<file path="src/rtl/vag_pkg.sv">
package vag_pkg;
  typedef enum logic [1:0] {
    VAG_UNIT  = 2'd0,
    VAG_CONST = 2'd1,
    VAG_INDEX = 2'd2
  } vag_mode_e;

  typedef enum logic {
    VAG_IDLE = 1'b0,
    VAG_RUN  = 1'b1
  } vag_state_e;
endpackage

</file>
<file path="src/rtl/vag_mode_sel.sv">
module vag_mode_sel
  import vag_pkg::*;
#(
  parameter int ADDR_W = 32,
  parameter int ESZ_W  = 8,
  parameter int SEG_W  = 3
) (
  input  logic              stride_sel,
  input  logic              idx_vec,
  input  logic [ESZ_W-1:0]  elem_size,
  input  logic [ADDR_W-1:0] stride_val,
  input  logic [SEG_W-1:0]  seg_len,
  output vag_mode_e         mode,
  output logic [ADDR_W-1:0] stride,
  output logic [ADDR_W-1:0] elem_step
);
  logic [SEG_W:0] seg_cnt;

  always_comb begin
    if (idx_vec)         mode = VAG_INDEX;
    else if (stride_sel) mode = VAG_CONST;
    else                 mode = VAG_UNIT;
    stride    = stride_sel ? stride_val : ADDR_W'(elem_size);
    seg_cnt   = {1'b0, seg_len} + (SEG_W+1)'(1);
    elem_step = stride * ADDR_W'(seg_cnt);
  end
endmodule

</file>
<file path="src/rtl/vag_idx_store.sv">
module vag_idx_store #(
  parameter int ADDR_W = 32,
  parameter int MAX_VL = 8,
  parameter int VL_W   = $clog2(MAX_VL + 1)
) (
  input  logic                     clk,
  input  logic                     rst_n,
  input  logic                     load_en,
  input  logic [MAX_VL*ADDR_W-1:0] idx_in,
  input  logic [VL_W-1:0]          rd_sel,
  output logic [ADDR_W-1:0]        rd_data
);
  logic [ADDR_W-1:0] idx_q [MAX_VL];

  for (genvar g = 0; g < MAX_VL; g++) begin : g_entry
    always_ff @(posedge clk or negedge rst_n) begin
      if (!rst_n)       idx_q[g] <= '0;
      else if (load_en) idx_q[g] <= idx_in[g*ADDR_W +: ADDR_W];
    end
  end

  always_comb begin
    rd_data = '0;
    for (int k = 0; k < MAX_VL; k++) begin
      if (rd_sel == VL_W'(k)) rd_data = idx_q[k];
    end
  end
endmodule

</file>
<file path="src/rtl/vag_seq.sv">
module vag_seq
  import vag_pkg::*;
#(
  parameter int ADDR_W = 32,
  parameter int MAX_VL = 8,
  parameter int SEG_W  = 3,
  parameter int REG_W  = 5,
  parameter int VL_W   = $clog2(MAX_VL + 1)
) (
  input  logic              clk,
  input  logic              rst_n,
  input  logic              start,
  input  logic [ADDR_W-1:0] base_in,
  input  logic [ADDR_W-1:0] first_off,
  input  vag_mode_e         mode_in,
  input  logic [ADDR_W-1:0] stride_in,
  input  logic [ADDR_W-1:0] step_in,
  input  logic [SEG_W-1:0]  seg_in,
  input  logic [VL_W-1:0]   vl_in,
  input  logic              pen_in,
  input  logic [MAX_VL-1:0] mask_in,
  input  logic [REG_W-1:0]  dest_in,
  input  logic [ADDR_W-1:0] idx_next,
  output logic [VL_W-1:0]   idx_sel,
  output logic              load_en,
  input  logic              req_ready,
  output logic              req_valid,
  output logic [ADDR_W-1:0] req_addr,
  output logic [REG_W-1:0]  req_reg,
  output logic              busy,
  output logic              done
);
  localparam logic [VL_W-1:0] VL_CAP = VL_W'(MAX_VL);

  vag_state_e        state_q, state_d;
  logic [VL_W-1:0]   elem_q, elem_d;
  logic [SEG_W-1:0]  seg_q, seg_d;
  logic [ADDR_W-1:0] ebase_q, ebase_d;
  logic [ADDR_W-1:0] addr_q, addr_d;
  logic [SEG_W-1:0]  lim_q;
  logic [VL_W-1:0]   vl_q, vl_eff;
  vag_mode_e         mode_q;
  logic [ADDR_W-1:0] stride_q, step_q, base_q;
  logic              pen_q;
  logic [MAX_VL-1:0] mask_q;
  logic [REG_W-1:0]  dest_q;

  logic run, in_range, mask_bit, active, last_seg, fire, advance, step;
  logic state_en, walk_en;
  logic [ADDR_W-1:0] first_addr, next_base;

  always_comb begin
    run      = (state_q == VAG_RUN);
    in_range = (elem_q < vl_q);
    mask_bit = 1'b0;
    for (int k = 0; k < MAX_VL; k++) begin
      if (elem_q == VL_W'(k)) mask_bit = mask_q[k];
    end
    active    = !pen_q || mask_bit;
    req_valid = run && in_range && active;
    done      = run && !in_range;
    busy      = run;
    load_en   = !run && start;
    last_seg  = (seg_q == lim_q);
    fire      = req_valid && req_ready;
    advance   = run && in_range && (!active || (fire && last_seg));
    step      = fire && !last_seg;
    idx_sel   = elem_q + VL_W'(1);
    vl_eff    = (vl_in > VL_CAP) ? VL_CAP : vl_in;
    first_addr = base_in + first_off;
    next_base  = (mode_q == VAG_INDEX) ? (base_q + idx_next) : (ebase_q + step_q);
    req_addr  = addr_q;
    req_reg   = dest_q + REG_W'(seg_q);
  end

  always_comb begin
    state_d = state_q;
    elem_d  = elem_q;
    seg_d   = seg_q;
    ebase_d = ebase_q;
    addr_d  = addr_q;
    if (load_en) begin
      state_d = VAG_RUN;
      elem_d  = '0;
      seg_d   = '0;
      ebase_d = first_addr;
      addr_d  = first_addr;
    end else if (done) begin
      state_d = VAG_IDLE;
    end else if (advance) begin
      elem_d  = elem_q + VL_W'(1);
      seg_d   = '0;
      ebase_d = next_base;
      addr_d  = next_base;
    end else if (step) begin
      seg_d  = seg_q + SEG_W'(1);
      addr_d = addr_q + stride_q;
    end
    state_en = load_en || done;
    walk_en  = load_en || advance || step;
  end

  always_ff @(posedge clk or negedge rst_n) begin
    if (!rst_n) begin
      state_q <= VAG_IDLE;
    end else if (state_en) begin
      state_q <= state_d;
    end
  end

  always_ff @(posedge clk or negedge rst_n) begin
    if (!rst_n) begin
      elem_q  <= '0;
      seg_q   <= '0;
      ebase_q <= '0;
      addr_q  <= '0;
    end else if (walk_en) begin
      elem_q  <= elem_d;
      seg_q   <= seg_d;
      ebase_q <= ebase_d;
      addr_q  <= addr_d;
    end
  end

  always_ff @(posedge clk or negedge rst_n) begin
    if (!rst_n) begin
      lim_q    <= '0;
      vl_q     <= '0;
      mode_q   <= VAG_UNIT;
      stride_q <= '0;
      step_q   <= '0;
      base_q   <= '0;
      pen_q    <= 1'b0;
      mask_q   <= '0;
      dest_q   <= '0;
    end else if (load_en) begin
      lim_q    <= seg_in;
      vl_q     <= vl_eff;
      mode_q   <= mode_in;
      stride_q <= stride_in;
      step_q   <= step_in;
      base_q   <= base_in;
      pen_q    <= pen_in;
      mask_q   <= mask_in;
      dest_q   <= dest_in;
    end
  end

  p_hold_r7: assert property (@(posedge clk) disable iff (!rst_n)
    (req_valid && !req_ready) |=> (req_valid && $stable(req_addr) && $stable(req_reg)));

  p_idle_quiet_r1: assert property (@(posedge clk) disable iff (!rst_n)
    !busy |-> (!req_valid && !done));

  p_done_ends_r8: assert property (@(posedge clk) disable iff (!rst_n)
    done |=> !busy);

  p_stay_busy_r8: assert property (@(posedge clk) disable iff (!rst_n)
    (busy && !done) |=> busy);

  p_reg_window_r5: assert property (@(posedge clk) disable iff (!rst_n)
    req_valid |-> (REG_W'(req_reg - dest_q) <= REG_W'(lim_q)));
endmodule

</file>
<file path="src/rtl/vld_addr_seq.sv">
module vld_addr_seq
  import vag_pkg::*;
#(
  parameter int ADDR_W = 32,
  parameter int MAX_VL = 8,
  parameter int ESZ_W  = 8,
  parameter int SEG_W  = 3,
  parameter int REG_W  = 5,
  localparam int VL_W  = $clog2(MAX_VL + 1)
) (
  input  logic                     clk,
  input  logic                     rst_n,
  input  logic                     start,
  input  logic [ADDR_W-1:0]        base_addr,
  input  logic [ESZ_W-1:0]         elem_size,
  input  logic [ADDR_W-1:0]        stride_val,
  input  logic                     stride_sel,
  input  logic                     idx_vec,
  input  logic [SEG_W-1:0]         seg_len,
  input  logic [VL_W-1:0]          vec_len,
  input  logic [REG_W-1:0]         dest_reg,
  input  logic                     pred_en,
  input  logic [MAX_VL-1:0]        pred_mask,
  input  logic [MAX_VL*ADDR_W-1:0] idx_vals,
  input  logic                     req_ready,
  output logic                     req_valid,
  output logic [ADDR_W-1:0]        req_addr,
  output logic [REG_W-1:0]         req_reg,
  output logic                     busy,
  output logic                     done
);
  logic [1:0]        rst_sync_q;
  logic              rst_n_i;
  vag_mode_e         mode;
  logic [ADDR_W-1:0] stride, elem_step, first_off, idx_next;
  logic [VL_W-1:0]   idx_sel;
  logic              load_en;

  always_ff @(posedge clk or negedge rst_n) begin
    if (!rst_n) rst_sync_q <= 2'b00;
    else        rst_sync_q <= {rst_sync_q[0], 1'b1};
  end
  assign rst_n_i   = rst_sync_q[1];
  assign first_off = idx_vec ? idx_vals[ADDR_W-1:0] : '0;

  vag_mode_sel #(.ADDR_W(ADDR_W), .ESZ_W(ESZ_W), .SEG_W(SEG_W)) u_mode (
    .stride_sel (stride_sel),
    .idx_vec    (idx_vec),
    .elem_size  (elem_size),
    .stride_val (stride_val),
    .seg_len    (seg_len),
    .mode       (mode),
    .stride     (stride),
    .elem_step  (elem_step)
  );

  vag_idx_store #(.ADDR_W(ADDR_W), .MAX_VL(MAX_VL), .VL_W(VL_W)) u_idx (
    .clk     (clk),
    .rst_n   (rst_n_i),
    .load_en (load_en),
    .idx_in  (idx_vals),
    .rd_sel  (idx_sel),
    .rd_data (idx_next)
  );

  vag_seq #(.ADDR_W(ADDR_W), .MAX_VL(MAX_VL), .SEG_W(SEG_W), .REG_W(REG_W), .VL_W(VL_W)) u_seq (
    .clk       (clk),
    .rst_n     (rst_n_i),
    .start     (start),
    .base_in   (base_addr),
    .first_off (first_off),
    .mode_in   (mode),
    .stride_in (stride),
    .step_in   (elem_step),
    .seg_in    (seg_len),
    .vl_in     (vec_len),
    .pen_in    (pred_en),
    .mask_in   (pred_mask),
    .dest_in   (dest_reg),
    .idx_next  (idx_next),
    .idx_sel   (idx_sel),
    .load_en   (load_en),
    .req_ready (req_ready),
    .req_valid (req_valid),
    .req_addr  (req_addr),
    .req_reg   (req_reg),
    .busy      (busy),
    .done      (done)
  );
endmodule

</file>
<file path="config.mk">
export PLATFORM = sky130hd
export DESIGN_NAME = vld_addr_seq
export DESIGN_NICKNAME = d
export VERILOG_FILES = /design/src/rtl/vag_pkg.sv /design/src/rtl/vag_mode_sel.sv /design/src/rtl/vag_idx_store.sv /design/src/rtl/vag_seq.sv /design/src/rtl/vld_addr_seq.sv
export SDC_FILE = /design/constraint.sdc
export NUM_CORES = 2
export LEC_CHECK = 0
export BUFFER_PORTS_ARGS = -buffer_cell sky130_fd_sc_hd__buf_2
export CORE_MARGIN = 3
export CORE_UTILIZATION = 55
export DETAILED_ROUTE_END_ITERATION = 16
export HOLD_SLACK_MARGIN = 0.06
export PLACE_DENSITY = 0.76
export SYNTH_ARGS = -nofsm -noshare
export SYNTH_HDL_FRONTEND = slang
export SYNTH_HIERARCHICAL = 1
export SYNTH_SLANG_ARGS = --single-unit
</file>
<file path="constraint.sdc">
create_clock -name clk -period 16.27 [get_ports clk]
set_input_delay 3.254 -clock clk [delete_from_list [all_inputs] [get_ports clk]]
set_output_delay 3.254 -clock clk [all_outputs]
set_load 0.01 [all_outputs]
</file>
; ---- Yosys cells after proc, flatten, opt, wreduce, memory -nomap -nowiden
; Cells that the tools add are included.
[op_classes]
n_eq_ne = 17
order_cmp = 2
multipliers = 1
n_mux = 38
add_sub_neg = 8
reduce_logical = 26
[ops]
columns = op, n
row1 = $mux W32, 18
row2 = $add A32 B32 Y32, 4
row3 = $eq A4 B3 Y1 const B, 8
row4 = $mul A32 B4 Y32, 1
row5 = $eq A4 B2 Y1 const B, 4
row6 = $mux W4, 4
row7 = $mux W3, 4
row8 = $mux W1, 11
row9 = $eq A4 B1 Y1 const B, 2
row10 = $logic_and A1 B1 Y1, 8
row11 = $logic_not A4 Y1, 2
row12 = $reduce_and A3 Y1, 2
row13 = $add A5 B3 Y5, 1
row14 = $logic_not A1 Y1, 5
row15 = $logic_or A1 B1 Y1, 5
row16 = $add A3 B1 Y4 const B, 1
row17 = $add A4 B1 Y4 const B, 1
row18 = $gt A4 B4 Y1 const B, 1
row19 = $lt A4 B4 Y1, 1
row20 = $reduce_bool A2 Y1, 2
row21 = $add A3 B1 Y3 const B, 1
row22 = $eq A3 B3 Y1, 1
row23 = $reduce_bool A3 Y1, 1
row24 = $eq A2 B2 Y1 const B, 1
row25 = 3 further kinds, 3
[totals]
input_bits = 355
reg_bits = 449
word_cells = 115

; ---- Logic depth before layout (Yosys ltp)
[depth]
word_depth = 18
depth_mapped = 22
depth_no_buf = 19

; ---- Modules after synthesis
; The synthesis kept the hierarchy.
[modules_own_cells]
columns = mod, seq_area_each_um2, instances, area_per_inst_um2, cells_per_inst
row1 = vag_seq, 4779.6, 1, 14520.2, 1825
row2 = vag_idx_store, 6406.1, 1, 12114.1, 926
row3 = vag_mode_sel, 0.0, 1, 4156.5, 608
row4 = vld_addr_seq, 50.0, 1, 309.0, 38

; ---- Worst setup path after synthesis
; OpenSTA, ideal clock, no wires.
[synth_timing]
path_kind = in2reg
startpoint = in stride_sel
endpoint = reg u_seq.step_q[30]
cell_stages = 18
required_ns = 16.205
setup_ns = 0.065
n_path_buf = 2
arrival_time_ns = 7.246
slack_ns = 8.959
cell_sequence = clkbuf_1 buf_1 mux2i_1 nor2_1 fa_1 inv_1 fa_1 inv_1 ha_1 a21o_1 a21o_1 a21oi_1 nand3b_1 a31oi_1 or4b_1 o311ai_1 nand2_1 nand2_1
[synth_via]
elab_chain_cells = 2
[synth_lines]
columns = element, line_no
row1 = from (decl), vld_addr_seq.sv:17  ; input logic stride_sel,
row2 = $mux W32, vag_mode_sel.sv:23  ; stride = stride_sel ? stride_val : ADDR_W'(elem_size);
row3 = $mul A32 B4 Y32, vag_mode_sel.sv:25  ; elem_step = stride * ADDR_W'(seg_cnt);
row4 = net elem_step[30], vld_addr_seq.sv:35  ; logic [ADDR_W-1:0] stride, elem_step, first_off, idx_next;
row5 = to (signal assigned), vag_seq.sv:141  ; step_q <= step_in;
row6 = to (decl), vag_seq.sv:43  ; logic [ADDR_W-1:0] stride_q, step_q, base_q;
; The timed path passes the listed nets, and every way through them passes these cells.
; A chain may end at the register's enable or synchronous reset.

; ---- Worst setup path after layout
[layout_timing]
startpoint = in seg_len[0]
endpoint = reg u_seq.step_q[30]
[layout_via]
elab_chain_cells = 2
[layout_lines]
columns = element, line_no
row1 = from (decl), vld_addr_seq.sv:19  ; input logic [SEG_W-1:0] seg_len,
row2 = $add A3 B1 Y4, vag_mode_sel.sv:24  ; seg_cnt = {1'b0, seg_len} + (SEG_W+1)'(1);
row3 = $mul A32 B4 Y32, vag_mode_sel.sv:25
row4 = net elem_step[30], vld_addr_seq.sv:35
; The timed path passes the listed nets, and every way through them passes these cells.

==> impl_metrics.tcl <==
set metrics [dict create \
    fmax_ghz 0.128 \
    syn_area_sq_um 31100 \
    criticalPathCategory "in2reg" \
    h-tree-depth 2 \
    synth_top_flop_cell "dfrtp_1" \
    cts_buffer_depth 3 \
    worstSetupStartpoint "seg_len[0]" \
    drt_iter0_markers 2047 \
    core_sq_um 55500 \
    ctsResizeCount 0 \
    total_leakage_power_uw 0.0169 \
    clkTransAtPathRegs_ns 0.06 \
    final-hold-violation-count 0 \
    routed_wl_microns 92500 \
    holdPathStages 0 \
    placement.cell_area_sq_um 33500 \
    cts-root-buf "clkbuf_16" \
    cts_setup_buffers 0 \
    critPathLaunchType "input port" \
    synth_nets 3982 \
    grt_pass1_vias 25531 \
    io_buffers 394 \
    clk_latency_ns 0.61 \
    tightest_slew_ns 1.33 \
    fin_crit_sh 0.479 \
    io_pins 395 \
    outcome "complete, no violations" \
    rsz0062_at_grt "no" \
    ys_seq_area_frac 0.361 \
    reg2reg_setup_slack_ns 9.47 \
    antenna_found_initial 27 \
    yosysWarnings 6 \
    ys_ff_latch 449 \
    fin_worst_skew_ns 0.0294 \
    reg2regPathDepth 21 \
    async_flop_share 1.00 \
    synth_edf_count 0 \
    setup_viol 0 \
    relSlewSlack 0.108 \
    min_to "rst_sync_q[1]" \
    num_rows 86 \
    worst_slack_ns 8.47 \
    initial_utilization 0.560 \
    worstHoldPathType "reg2reg" \
    place_congestion 0.934 \
    wl_per_cell_microns 20.5 \
    die_area_sq_um 59400 \
    cts_tree "built" \
    synth_top_area_frac 0.361 \
    worstSetupEndpointType "flop" \
    drv_cap 0 \
    final_cell_mix "573 x nand2_1, 448 x dfrtp_1, 394 x buf_2" \
    r2r-start "u_seq/elem_q[0]" \
    antenna_left 0 \
    grtUsageTotal 0.304 \
    fin_tns_setup_ns 0 \
    final_common_cell "nand2_1" \
    vias_per_cell 5.86 \
    cts_hold_buf 0 \
    grt_max_degree 173 \
    drv_slew 0 \
    die_w_microns 244 \
    p_per_area_nw_per_um2 217 \
    final_area_sq_um 35200 \
    via_count 26412 \
    drive_above_1_share 0.227 \
    ys_types 101 \
    synthCells 3397 \
    crit_arrival_ns 8.31 \
    synth_area_leaders "dfrtp_1 36%, mux2_2 9.0%, nand2_1 6.9%" \
    nets 4288 \
    crit_required_ns 16.78 \
    dp_slack_ns 8.07 \
    r2r-end "u_seq/ebase_q[30]" \
    area_delta_synth_final_pct 13.1 \
    peakVddDrop_v 0.000151 \
    period_minus_slack_ns 7.80 \
    yosys.area.top_type "dfrtp_1" \
    hpwlAfterDp_microns 69600 \
    syn_avg_cell_area_sq_um 9.16 \
    cts_buffers 49 \
    drtPass1Iterations 6 \
    grt_pass1_wl_microns 143000 \
    globalRouteOverflowTotal 0 \
    die_y_microns 244 \
    cts_sinks 449 \
    drc 0 \
    holdCritStartpoint "rst_sync_q[0]" \
    path_max_fanout 27 \
]
[cell usage after synthesis, types with 62 or more instances]
cell / number
a21oi_1: 230
xnor2_1: 81
fa_1: 62
clkbuf_1: 90
nand2_1: 574
inv_1: 212
mux2i_1: 77
mux2_2: 248
dfrtp_1: 449
o21ai_0: 176
nor2_1: 223
ha_1: 168
[final cells by class]
| cell class | count | area, sq um |
|---|---|---|
| Clock buffer | 68 | 1410 |
| Fill cell | 4840 | 20300 |
| Sequential cell | 449 | 11200 |
| Clock inverter | 16 | 209 |
| Antenna cell | 25 | 62.6 |
| Timing Repair Buffer | 422 | 2190 |
| Multi-Input combinational cell | 2567 | 18300 |
| Inverter | 214 | 812 |
| Tap cell | 748 | 936 |
[metrics by stage]
| step | cells | util | total power [uW] | hold WS [ns] |
|---|---|---|---|---|
| finish | 4509 | 0.634 | 7620 | 0.352 |
| detailed placement | 4400 | 0.604 | 6420 | 0.340 |
| CTS | 4484 | 0.633 | 7590 | 0.354 |
| global placement | 4400 | 0.604 | 6340 | 0.336 |
| floorplan | 3397 | - | 5290 | 0.331 |
| global route | 4506 | 0.634 | 8170 | 0.370 |
[flip-flops by register name, summed over array words and instances, names as in the netlist]
register,count
u_seq/busy,1
u_seq/req_addr,32
u_seq/seg_q,3
u_seq/pen_q,1
u_seq/base_q,32
u_seq/lim_q,3
u_seq/vl_q,4
u_seq/step_q,32
u_seq/elem_q,4
rst_sync_q,2
u_seq/mode_q,2
u_seq/stride_q,32
u_idx/idx_q,256
u_seq/mask_q,8
u_seq/dest_q,5
u_seq/ebase_q,32
[worst max-delay path: stages]
cell and delay, ns:
buf_2 0.15, nand3_1 0.78, inv_1 0.53, nand2_1 0.14, fa_1 0.53, fa_1 0.54
fa_1 0.47, nor2b_1 0.14, o21ai_1 0.10, a21oi_1 0.27, o2111ai_1 0.20, a31oi_1 0.54
o31ai_1 0.19, o311ai_1 0.30, nand2_1 0.08, nand2_1 0.10
[power breakdown]
group,switching (uW),internal [uW]
Combinational,2580,1870
Sequential,370,1680
Clock,478,653
[worst max path at each step]
| stage | end | cells past startpoint |
|---|---|---|
| 4_1_cts | u_seq/step_q[30] | 16 |
| 3_3_place_gp | u_seq/step_q[30] | 16 |
| 3_5_place_dp | u_seq/step_q[30] | 16 |
| 5_1_grt | u_seq/step_q[30] | 16 |
| 2_1_floorplan | u_idx/idx_q[0] | 0 |
| 6_report | u_seq/step_q[30] | 16 |
[cell families after synthesis]
logic type	after synthesis	synth area share
AOI/OAI and AO/OA	766	0.160
xor gates and xnor gates	139	0.0391
adders and majority gates	230	0.107
buffers and inverters	381	0.0513
DFF	449	0.361
muxes	344	0.126
other	1	0.000121
and+or+nand+nor	1087	0.155
[per-layer routing]
metal,up-vias,global-route usage,routed length (microns)
met1,12937,0.402,38700
met2,800,0.503,44500
met3,192,0.0459,5720
met4,6,0.119,3540
met5,-,0,36
li1,12477,-,-
Power figures use the tool's default switching activity.
